## config.mk

```make
export PLATFORM = sky130hd
export DESIGN_NAME = tlb_xlate
export DESIGN_NICKNAME = d
export VERILOG_FILES = /design/src/rtl/tlb_pkg.sv /design/src/rtl/tlb_cam.sv /design/src/rtl/tlb_walker.sv /design/src/rtl/tlb_xlate.sv
export SDC_FILE = /design/constraint.sdc
export NUM_CORES = 1
export LEC_CHECK = 0
export BUFFER_PORTS_ARGS = -buffer_cell sky130_fd_sc_hd__buf_2
export CAP_MARGIN = 20
export CORE_AREA = 2 2 112 114
export CTS_CLUSTER_SIZE = 10
export DETAILED_ROUTE_END_ITERATION = 8
export DIE_AREA = 0 0 114 116
export SLEW_MARGIN = 20
export SYNTH_ARGS = -nofsm -noshare
export SYNTH_HDL_FRONTEND = slang
export SYNTH_HIERARCHICAL = 1
export SYNTH_SLANG_ARGS = --single-unit
export TNS_END_PERCENT = 30
```

## constraint.sdc

```tcl
create_clock -name clk -period 8.65 [get_ports clk]
set_clock_uncertainty 0.2 [all_clocks]
set_input_delay 0.865 -clock clk [delete_from_list [all_inputs] [get_ports clk]]
set_output_delay 0.865 -clock clk [all_outputs]
set_load 0.05 [all_outputs]
```

## src/rtl/tlb_pkg.sv

```systemverilog
package tlb_pkg;
  localparam int VPN_W = 4;
  localparam int OFF_W = 12;
  localparam int VA_W  = VPN_W + OFF_W;
  localparam int PFN_W = 4;
  localparam int PA_W  = PFN_W + OFF_W;
  localparam int PTE_W = PFN_W + 3;

  typedef struct packed {
    logic             present;
    logic             modify;
    logic             refd;
    logic [PFN_W-1:0] pfn;
  } pte_t;

  function automatic logic [VPN_W-1:0] va_page(input logic [VA_W-1:0] va);
    return va[VA_W-1:OFF_W];
  endfunction

  function automatic logic [OFF_W-1:0] va_offset(input logic [VA_W-1:0] va);
    return va[OFF_W-1:0];
  endfunction

  function automatic logic [PA_W-1:0] join_pa(input logic [PFN_W-1:0] pfn,
                                              input logic [OFF_W-1:0] off);
    return {pfn, off};
  endfunction
endpackage

```

## src/rtl/tlb_cam.sv

```systemverilog
module tlb_cam
  import tlb_pkg::*;
#(
  parameter int ENTRIES = 8,
  localparam int IDX_W = $clog2(ENTRIES)
) (
  input  logic             clk,
  input  logic             rst_n,
  input  logic [VPN_W-1:0] lookup_vpn,
  output logic             hit,
  output logic [IDX_W-1:0] hit_idx,
  output logic [PFN_W-1:0] hit_pfn,
  input  logic             access_en,
  input  logic             access_write,
  input  logic             flush,
  input  logic             fill_en,
  input  logic [IDX_W-1:0] fill_idx,
  input  logic [VPN_W-1:0] fill_vpn,
  input  pte_t             fill_pte,
  input  logic             rr_adv,
  output logic [IDX_W-1:0] victim_idx,
  output logic             victim_valid,
  output logic [VPN_W-1:0] victim_vpn,
  output logic             victim_mod
);
  logic [ENTRIES-1:0] valid_q, refd_q, mod_q, match;
  logic [VPN_W-1:0]   vpn_q [ENTRIES];
  logic [PFN_W-1:0]   pfn_q [ENTRIES];
  logic [IDX_W-1:0]   rr_q;

  for (genvar i = 0; i < ENTRIES; i++) begin : g_match
    assign match[i] = valid_q[i] && (vpn_q[i] == lookup_vpn);
  end

  always_comb begin
    hit_idx = '0;
    for (int i = 0; i < ENTRIES; i++)
      if (match[i]) hit_idx = IDX_W'(i);
  end
  assign hit     = |match;
  assign hit_pfn = pfn_q[hit_idx];

  always_comb begin
    logic found;
    found      = 1'b0;
    victim_idx = rr_q;
    for (int i = 0; i < ENTRIES; i++)
      if (!found && !valid_q[i]) begin
        found      = 1'b1;
        victim_idx = IDX_W'(i);
      end
  end
  assign victim_valid = &valid_q;
  assign victim_vpn   = vpn_q[victim_idx];
  assign victim_mod   = mod_q[victim_idx];

  always_ff @(posedge clk) begin
    if (!rst_n) begin
      valid_q <= '0;
      refd_q  <= '0;
      mod_q   <= '0;
      rr_q    <= '0;
    end else begin
      if (rr_adv)
        rr_q <= (rr_q == IDX_W'(ENTRIES - 1)) ? '0 : rr_q + 1'b1;
      if (flush) begin
        valid_q <= '0;
      end else if (fill_en) begin
        valid_q[fill_idx] <= 1'b1;
        refd_q[fill_idx]  <= fill_pte.refd;
        mod_q[fill_idx]   <= fill_pte.modify;
      end else if (access_en) begin
        refd_q[hit_idx] <= 1'b1;
        if (access_write) mod_q[hit_idx] <= 1'b1;
      end
    end
  end

  always_ff @(posedge clk) begin
    if (fill_en && !flush) begin
      vpn_q[fill_idx] <= fill_vpn;
      pfn_q[fill_idx] <= fill_pte.pfn;
    end
  end

  assert_unique_match_R2: assert property (@(posedge clk) disable iff (!rst_n)
    $onehot0(match));
  assert_flush_clears_R9: assert property (@(posedge clk) disable iff (!rst_n)
    flush |=> (valid_q == '0));
  assert_victim_live_R5: assert property (@(posedge clk) disable iff (!rst_n)
    (victim_valid && !flush) |-> (victim_idx == rr_q));
  assert_ref_on_access_R8: assert property (@(posedge clk) disable iff (!rst_n)
    (access_en && !flush && !fill_en) |=> refd_q[$past(hit_idx)]);
  assert_mod_on_write_R8: assert property (@(posedge clk) disable iff (!rst_n)
    (access_en && access_write && !flush && !fill_en) |=> mod_q[$past(hit_idx)]);
endmodule

```

## src/rtl/tlb_walker.sv

```systemverilog
module tlb_walker
  import tlb_pkg::*;
#(
  parameter int ENTRIES = 8,
  localparam int IDX_W = $clog2(ENTRIES)
) (
  input  logic             clk,
  input  logic             rst_n,
  input  logic             req_valid,
  input  logic [VPN_W-1:0] req_vpn,
  input  logic             hit,
  input  logic [IDX_W-1:0] victim_idx,
  input  logic             victim_valid,
  input  logic [VPN_W-1:0] victim_vpn,
  input  logic             victim_mod,
  input  logic             pt_rsp_valid,
  input  logic [PTE_W-1:0] pt_rsp_data,
  output logic             idle,
  output logic             fault_resp,
  output logic             rr_adv,
  output logic             fill_en,
  output logic [IDX_W-1:0] fill_idx,
  output logic [VPN_W-1:0] fill_vpn,
  output pte_t             fill_pte,
  output logic             pt_req_valid,
  output logic             pt_req_write,
  output logic [VPN_W-1:0] pt_req_vpn,
  output logic             pt_req_modify
);
  typedef enum logic [2:0] {S_IDLE, S_WB, S_WBW, S_RD, S_RDW, S_FLT} wstate_e;

  wstate_e          state_q, state_d;
  logic [VPN_W-1:0] miss_vpn_q, vic_vpn_q;
  logic [IDX_W-1:0] vic_idx_q;
  logic             vic_mod_q;
  logic             miss_start;
  pte_t             rsp_pte;

  assign rsp_pte    = pte_t'(pt_rsp_data);
  assign idle       = (state_q == S_IDLE);
  assign miss_start = idle && req_valid && !hit;
  assign rr_adv     = miss_start && victim_valid;
  assign fault_resp = (state_q == S_FLT);

  assign pt_req_valid  = (state_q == S_WB) || (state_q == S_RD);
  assign pt_req_write  = (state_q == S_WB);
  assign pt_req_vpn    = (state_q == S_WB) ? vic_vpn_q : miss_vpn_q;
  assign pt_req_modify = (state_q == S_WB) && vic_mod_q;

  assign fill_en  = (state_q == S_RDW) && pt_rsp_valid && rsp_pte.present;
  assign fill_idx = vic_idx_q;
  assign fill_vpn = miss_vpn_q;
  assign fill_pte = rsp_pte;

  always_comb begin
    state_d = state_q;
    unique case (state_q)
      S_IDLE: if (miss_start) state_d = victim_valid ? S_WB : S_RD;
      S_WB:   state_d = S_WBW;
      S_WBW:  if (pt_rsp_valid) state_d = S_RD;
      S_RD:   state_d = S_RDW;
      S_RDW:  if (pt_rsp_valid) state_d = rsp_pte.present ? S_IDLE : S_FLT;
      S_FLT:  state_d = S_IDLE;
      default: state_d = S_IDLE;
    endcase
  end

  always_ff @(posedge clk) begin
    if (!rst_n) begin
      state_q    <= S_IDLE;
      miss_vpn_q <= '0;
      vic_vpn_q  <= '0;
      vic_idx_q  <= '0;
      vic_mod_q  <= 1'b0;
    end else begin
      state_q <= state_d;
      if (miss_start) begin
        miss_vpn_q <= req_vpn;
        vic_idx_q  <= victim_idx;
        vic_vpn_q  <= victim_vpn;
        vic_mod_q  <= victim_mod;
      end
    end
  end

  assert_single_pt_req_R4: assert property (@(posedge clk) disable iff (!rst_n)
    pt_req_valid |=> !pt_req_valid);
  assert_read_after_wb_R6: assert property (@(posedge clk) disable iff (!rst_n)
    (state_q == S_WBW && pt_rsp_valid) |=>
      (pt_req_valid && !pt_req_write && pt_req_vpn == $past(miss_vpn_q)));
  assert_wb_only_live_R6: assert property (@(posedge clk) disable iff (!rst_n)
    (miss_start && !victim_valid) |=> (state_q == S_RD));
  assert_fault_no_fill_R7: assert property (@(posedge clk) disable iff (!rst_n)
    fault_resp |-> !fill_en);
endmodule

```

## src/rtl/tlb_xlate.sv

```systemverilog
module tlb_xlate
  import tlb_pkg::*;
#(
  parameter int ENTRIES = 8
) (
  input  logic             clk,
  input  logic             rst_n,
  input  logic             ctx_switch,
  input  logic             req_valid,
  input  logic             req_write,
  input  logic [VA_W-1:0]  req_vaddr,
  output logic             resp_valid,
  output logic             resp_fault,
  output logic [PA_W-1:0]  resp_paddr,
  output logic             busy,
  output logic             pt_req_valid,
  output logic             pt_req_write,
  output logic [VPN_W-1:0] pt_req_vpn,
  output logic             pt_req_modify,
  input  logic             pt_rsp_valid,
  input  logic [PTE_W-1:0] pt_rsp_data
);
  localparam int IDX_W = $clog2(ENTRIES);

  logic             hit, idle, fault_resp, rr_adv, fill_en, victim_valid, victim_mod;
  logic             access_en, hit_resp;
  logic [IDX_W-1:0] hit_idx, fill_idx, victim_idx;
  logic [PFN_W-1:0] hit_pfn;
  logic [VPN_W-1:0] fill_vpn, victim_vpn, req_vpn;
  pte_t             fill_pte;

  assign req_vpn   = va_page(req_vaddr);
  assign hit_resp  = idle && req_valid && hit;
  assign access_en = hit_resp;

  tlb_cam #(.ENTRIES(ENTRIES)) u_cam (
    .clk(clk), .rst_n(rst_n), .lookup_vpn(req_vpn),
    .hit(hit), .hit_idx(hit_idx), .hit_pfn(hit_pfn),
    .access_en(access_en), .access_write(req_write), .flush(ctx_switch),
    .fill_en(fill_en), .fill_idx(fill_idx), .fill_vpn(fill_vpn), .fill_pte(fill_pte),
    .rr_adv(rr_adv), .victim_idx(victim_idx), .victim_valid(victim_valid),
    .victim_vpn(victim_vpn), .victim_mod(victim_mod)
  );

  tlb_walker #(.ENTRIES(ENTRIES)) u_walk (
    .clk(clk), .rst_n(rst_n), .req_valid(req_valid), .req_vpn(req_vpn), .hit(hit),
    .victim_idx(victim_idx), .victim_valid(victim_valid), .victim_vpn(victim_vpn),
    .victim_mod(victim_mod), .pt_rsp_valid(pt_rsp_valid), .pt_rsp_data(pt_rsp_data),
    .idle(idle), .fault_resp(fault_resp), .rr_adv(rr_adv), .fill_en(fill_en),
    .fill_idx(fill_idx), .fill_vpn(fill_vpn), .fill_pte(fill_pte),
    .pt_req_valid(pt_req_valid), .pt_req_write(pt_req_write),
    .pt_req_vpn(pt_req_vpn), .pt_req_modify(pt_req_modify)
  );

  assign resp_valid = hit_resp || fault_resp;
  assign resp_fault = fault_resp;
  assign resp_paddr = hit_resp ? join_pa(hit_pfn, va_offset(req_vaddr)) : '0;
  assign busy       = !idle;

  assert_hit_quiet_R3: assert property (@(posedge clk) disable iff (!rst_n)
    hit_resp |-> (!pt_req_valid && !resp_fault));
  assert_fault_is_resp_R7: assert property (@(posedge clk) disable iff (!rst_n)
    resp_fault |-> (resp_valid && busy));
  assert_miss_busy_R4: assert property (@(posedge clk) disable iff (!rst_n)
    (req_valid && idle && !hit && !ctx_switch) |=> busy);
endmodule

```

# Yosys cells after proc, flatten, opt, wreduce, memory -nomap -nowiden
# Memory sizes are Yosys's and may differ from the RTL's. A register that Yosys moved wholly into a read port is not among the register bits.
# Index checks and enable logic that the tools add are counted.
dict set report word_totals {
  output_inout_bits 26
  reg_bits 30
  elab_cells 131
  mem_count 2
  mem_bits_rw 64
}
dict set report classes {
  add_sub_neg 1
  magnitude_cmp 5
  bitwise_logic 4
  n_reduce_logical 52
  muxes 43
  n_eq_ne 17
}
# name words width rd rd_ports_with_merged_regs wr line_no
set mem_list {}
lappend mem_list {u_cam.pfn_q 8 4 1 0 1 tlb_cam.sv:28} ;# logic [PFN_W-1:0] pfn_q [ENTRIES];
lappend mem_list {u_cam.vpn_q 8 4 9 1 1 tlb_cam.sv:27} ;# logic [VPN_W-1:0] vpn_q [ENTRIES];
# cell n
set ops {}
lappend ops {{2-to-1 mux 3 bit} 19}
lappend ops {{== test 4 bit} 8}
lappend ops {{logical AND 1 bit} 25}
lappend ops {{2-to-1 mux 8 bit} 3}
lappend ops {{logical NOT 1 bit} 17}
lappend ops {{2-to-1 mux 16 bit} 1}
lappend ops {{OR 8 bit} 2}
lappend ops {{one-hot mux 3 bit (5 select lines)} 1}
lappend ops {{2-to-1 mux 1 bit} 13}
lappend ops {{< comparator 3 x 4 -> 1 bit, second input constant} 3}
lappend ops {{== test 3 bit, second input constant} 3}
lappend ops {{bitwise mux 8 bit} 1}
lappend ops {{AND reduction 8 bit} 1}
lappend ops {{OR reduction 8 bit} 1}
lappend ops {{demux 1 bit (select 3 bit)} 2}
lappend ops {{== test 3 x 2 -> 1 bit, second input constant} 2}
lappend ops {{greater-or-equal comparator 3 x 1 -> 1 bit, second input constant} 2}
lappend ops {{AND reduction 3 bit} 2}
lappend ops {{2-to-1 mux 4 bit} 1}
lappend ops {{inequality test 2 bit, second input constant} 2}
lappend ops {{nonzero test 2 bit} 2}
lappend ops {{adder 3 x 1 -> 3 bit, second input constant} 1}
lappend ops {{binary-select mux 1 bit (select 3 bit)} 1}
lappend ops {{== test 3 x 1 -> 1 bit, second input constant} 1}
lappend ops {{6 further kinds} 8}

# Depth between registers and ports, before layout
dict set report depth {
  word_depth 23
  ltp_mapped 15
  ltp_nobuf 11
}

# Hierarchy
# Netlist, hierarchy kept.
# mod cells_per_inst instances seq_area_each_um2 area_per_inst_um2
set modules_own_cells {}
lappend modules_own_cells {tlb_cam 370 1 2302.2 4224.1}
lappend modules_own_cells {tlb_walker 96 1 300.3 868.3}
lappend modules_own_cells {tlb_xlate 22 1 0.0 196.4}

# Least setup slack after synthesis
# No wires, ideal clock.
dict set report synth_path {
  path_kind {input to output}
  from {in req_vaddr[15]}
  to {out resp_valid}
  cell_stages 10
  path_buffers 4
  arrival_time_ns 2.871
  path_slack_ns 4.714
  cell_sequence {buf_4 xor2_1 nor3_2 and2_1 buf_6 nor4b_4 buf_4 nand3_1 buf_6 a31o_1}
}
dict set report synth_between {
  elab_chain_len 5
  word_cells_on_any_way 19
  cone_classes {eq/ne (8); reduce/logical (11)}
}
# element line_no
set synth_lines {}
lappend synth_lines {{start, declared} tlb_xlate.sv:11} ;# input logic [VA_W-1:0] req_vaddr,
lappend synth_lines {{== test 4 bit} tlb_cam.sv:32} ;# assign match[i] = valid_q[i] && (vpn_q[i] == lookup_vpn);
lappend synth_lines {{logical AND 1 bit} tlb_cam.sv:32}
lappend synth_lines {{OR reduction 8 bit *} tlb_cam.sv:40} ;# assign hit = |match;
lappend synth_lines {{net hit} tlb_xlate.sv:25} ;# logic hit, idle, fault_resp, rr_adv, fill_en, victim_valid, victim_mod;
lappend synth_lines {{logical AND 1 bit *} tlb_xlate.sv:33} ;# assign hit_resp = idle && req_valid && hit;
lappend synth_lines {{logical OR 1 bit *} tlb_xlate.sv:55} ;# assign resp_valid = hit_resp || fault_resp;
lappend synth_lines {{end, declared} tlb_xlate.sv:12} ;# output logic resp_valid,
# Mark *: on every way through the listed nets, which the timed path passes. The rest lies on a longest branch.

# Worst setup path in the final report
dict set report layout_path {
  from {in req_vaddr[15]}
  to {out resp_paddr[5]}
}
dict set report layout_between {
  elab_chain_len 5
  word_cells_on_any_way 19
  cone_classes {eq/ne (8); mux (1); reduce/logical (10)}
}
# element line_no
set layout_lines {}
lappend layout_lines {{== test 4 bit} tlb_cam.sv:32}
lappend layout_lines {{logical AND 1 bit} tlb_cam.sv:32}
lappend layout_lines {{OR reduction 8 bit *} tlb_cam.sv:40}
lappend layout_lines {{net hit} tlb_xlate.sv:25}
lappend layout_lines {{logical AND 1 bit *} tlb_xlate.sv:33}
lappend layout_lines {{2-to-1 mux 16 bit *} tlb_xlate.sv:57} ;# assign resp_paddr = hit_resp ? join_pa(hit_pfn, va_offset(req_vaddr)) : '0;
lappend layout_lines {{end, declared} tlb_xlate.sv:14} ;# output logic [PA_W-1:0] resp_paddr,
# Marked as above.

==> impl_metrics.csv <==
group,metric,value,unit
routing,drtIter0Drc,329,
timing,maxSlewViolCount,0,
final_layout,stdcell_area,0.005751,mm^2
power_and_ir_drop,p_per_area,174.1,mW/mm^2
job,max_cap_viol_count,0,
power_and_ir_drop,vdd_ir_drop_max,0.0001255,V
floorplanning,dieArea,0.01322,mm^2
timing,maxSlewHeadroom,37.98,%
routing,via_count,3932,
clock_network,clock_sinks,98,
timing,min_period,5.002,ns
final_layout,finalNetCount,545,
clock_network,path_clk_slew,0.07,ns
place,dp_cells,650,
routing,drc_errors,0,
clock_network,cts_resized,0,
final_layout,multi_input_area,0.002336,mm^2
final_layout,seqCellArea,0.002603,mm^2
floorplanning,die_height,116,um
floorplanning,pin_count,55,
grt,antenna_found_initial,0,
clock_network,cts_tree,"done",
power_and_ir_drop,power.leakage,2.103,nW
place,io_buffer_count,53,
critical_path,ff2ff_path_depth,10,
final_layout,n_antenna_cell,0,
synthesis,syn_area_per_cell,10.90,um^2
clock_network,cts_setup_buffers,0,
synthesis,synth_nets,512,
clock_network,insertion_delay,0.34,ns
routing,routedWlPerCell,19.54,um
synthesis,yosys_warnings,6,
timing,fmax,199.9,MHz
timing,rsz0062_at_grt,"no",
clock_network,clockBufferDepth,2,
place,place_congestion,0.8759,
critical_path,critical_path.max_fanout,20,
timing,whs,0.2463,ns
grt,grt_pass1_wl,19980,um
clock_network,cts_hold_buf,0,
clock_network,cts_max_level,3,
place,placed_area,0.005444,mm^2
min_path,hold_depth,2,
final_layout,nFillCells,1098,
grt,overflow,0,
critical_path,setup.worst_path.end_class,"primary output",
timing,setup_violations,0,
place,post-dp-hpwl,9604,um
routing,dr.pass1.iters,4,
power_and_ir_drop,p_total,1.001,mW
floorplanning,row_count,40,
floorplanning,start_util,44.03,%
clock_network,cts_buffers,9,
floorplanning,core,0.01191,mm^2
critical_path,crit_required,7.59,ns
final_layout,fin_cells,666,
critical_path,start_kind,"primary input",
synthesis,syn_inst,481,
grt,track_usage,20.07,%
grt,grt_pass1_vias,3707,
synthesis,syn_area,0.005245,mm^2
critical_path,arrival,3.94,ns
timing,setup-tns-final,0,ns
timing,worstMarginPinSlew,0.9158,ns
routing,drt-vias-per-instance,5.904,
final_layout,drive_above_1_share,19.65,%
clock_network,root_buffer,"clkbuf_16",
grt,grt_max_degree,32,
floorplanning,die_x,114,um
min_path,hp-class,"flip-flop to flip-flop",
routing,final_antenna_net_count,0,
timing,finalCritPeriodShare,57.82,%
critical_path,crit_type,"primary input to primary output",
critical_path,rrSetupSlack,4.46,ns
outcome,status,"complete, no violations",
routing,wl,13020,um
timing,hold_viol_final,0,
final_layout,areaGrowthSynthToFinish,9.638,%
critical path, stage by stage:
cell and delay (ns):
buf_2 0.28, xor2_1 0.20, nor3_2 0.10, and2_1 0.27, nor4b_4 0.77, nand3_1 0.72, and4_2 0.49, buf_2 0.21
cells in the final DEF (no fill, tap or decap), types with 2 or more instances in the layout:
| cell type | count |
|---|---|
| nand2b_1 | 7 |
| inv_1 | 11 |
| nand3_1 | 19 |
| o21ai_1 | 3 |
| buf_2 | 53 |
| nor2b_1 | 9 |
| nand4_1 | 7 |
| xnor2_1 | 10 |
| xor2_1 | 19 |
| a2bb2oi_1 | 4 |
| mux2i_1 | 25 |
| a21oi_1 | 15 |
| and2_1 | 9 |
| nand3b_1 | 2 |
| ha_1 | 2 |
| and4_2 | 6 |
| nor3_1 | 12 |
| mux2_2 | 8 |
| and3_1 | 9 |
| nor3_4 | 2 |
| dfxtp_1 | 34 |
| or2_2 | 2 |
| nand2_1 | 40 |
| o21ai_0 | 17 |
| a31o_2 | 6 |
| a22oi_1 | 2 |
| inv_6 | 4 |
| o311a_1 | 7 |
| a32oi_1 | 2 |
| a21boi_0 | 3 |
| clkbuf_16 | 9 |
| nor2_1 | 31 |
| a31oi_1 | 5 |
| and4_1 | 16 |
| edfxtp_1 | 64 |
| a311oi_1 | 2 |
| o31ai_1 | 2 |
| nor4_1 | 2 |
| a221oi_1 | 14 |
routing by layer:
layer | GRT usage [%] | share of wire, % | vias to the layer above
met2 | 33.06 | 48 | 96
met4 | 6.585 | 2.3 | 0
li1 | - | - | 1874
met5 | 0 | 0 | -
met3 | 4.132 | 4.8 | 21
met1 | 26.66 | 45 | 1941
registers in the layout, indices dropped and copies added (netlist names):
register	count
u_cam/pfn_q	32
u_cam/vpn_q	32
u_cam/mod_q	8
u_cam/valid_q	8
u_walk/fill_vpn	4
u_walk/vic_vpn_q	4
u_cam/rr_q	3
u_walk/fill_idx	3
u_walk/state_q	3
u_walk/vic_mod_q	1
per-stage QoR:
step / setup WS (ns) / util, %
final: 3.648 / 48.28
after global routing: 3.422 / 48.28
after CTS: 3.669 / 48.28
after detailed placement: 3.686 / 45.70
after global placement: 3.774 / 45.70
after floorplan: 4.724 / -
report_power, final:
| group | internal [mW] | switching [mW] |
|---|---|---|
| sequential | 0.504 | 0.0109 |
| combinational | 0.0255 | 0.0507 |
| clock | 0.230 | 0.180 |
area by class of cell:
class | count | area share [%]
timing repair buffer | 54 | 4.743
inverter | 13 | 0.8486
clock buffer | 9 | 3.916
sequential | 98 | 45.26
multi-input combinational | 338 | 40.62
clock inverter | 7 | 1.414
tap | 147 | 3.198
worst paths after layout:
kind,startpoint,to
hold reg to reg,u_cam/mod_q[1],u_cam/mod_q[1]
setup / recovery,req_vaddr[15],resp_paddr[5]
setup reg to reg,u_cam/vpn_q[5][2],u_cam/mod_q[4]
hold / removal,u_cam/mod_q[1],u_cam/mod_q[1]
(Power assumes the default switching activity.)
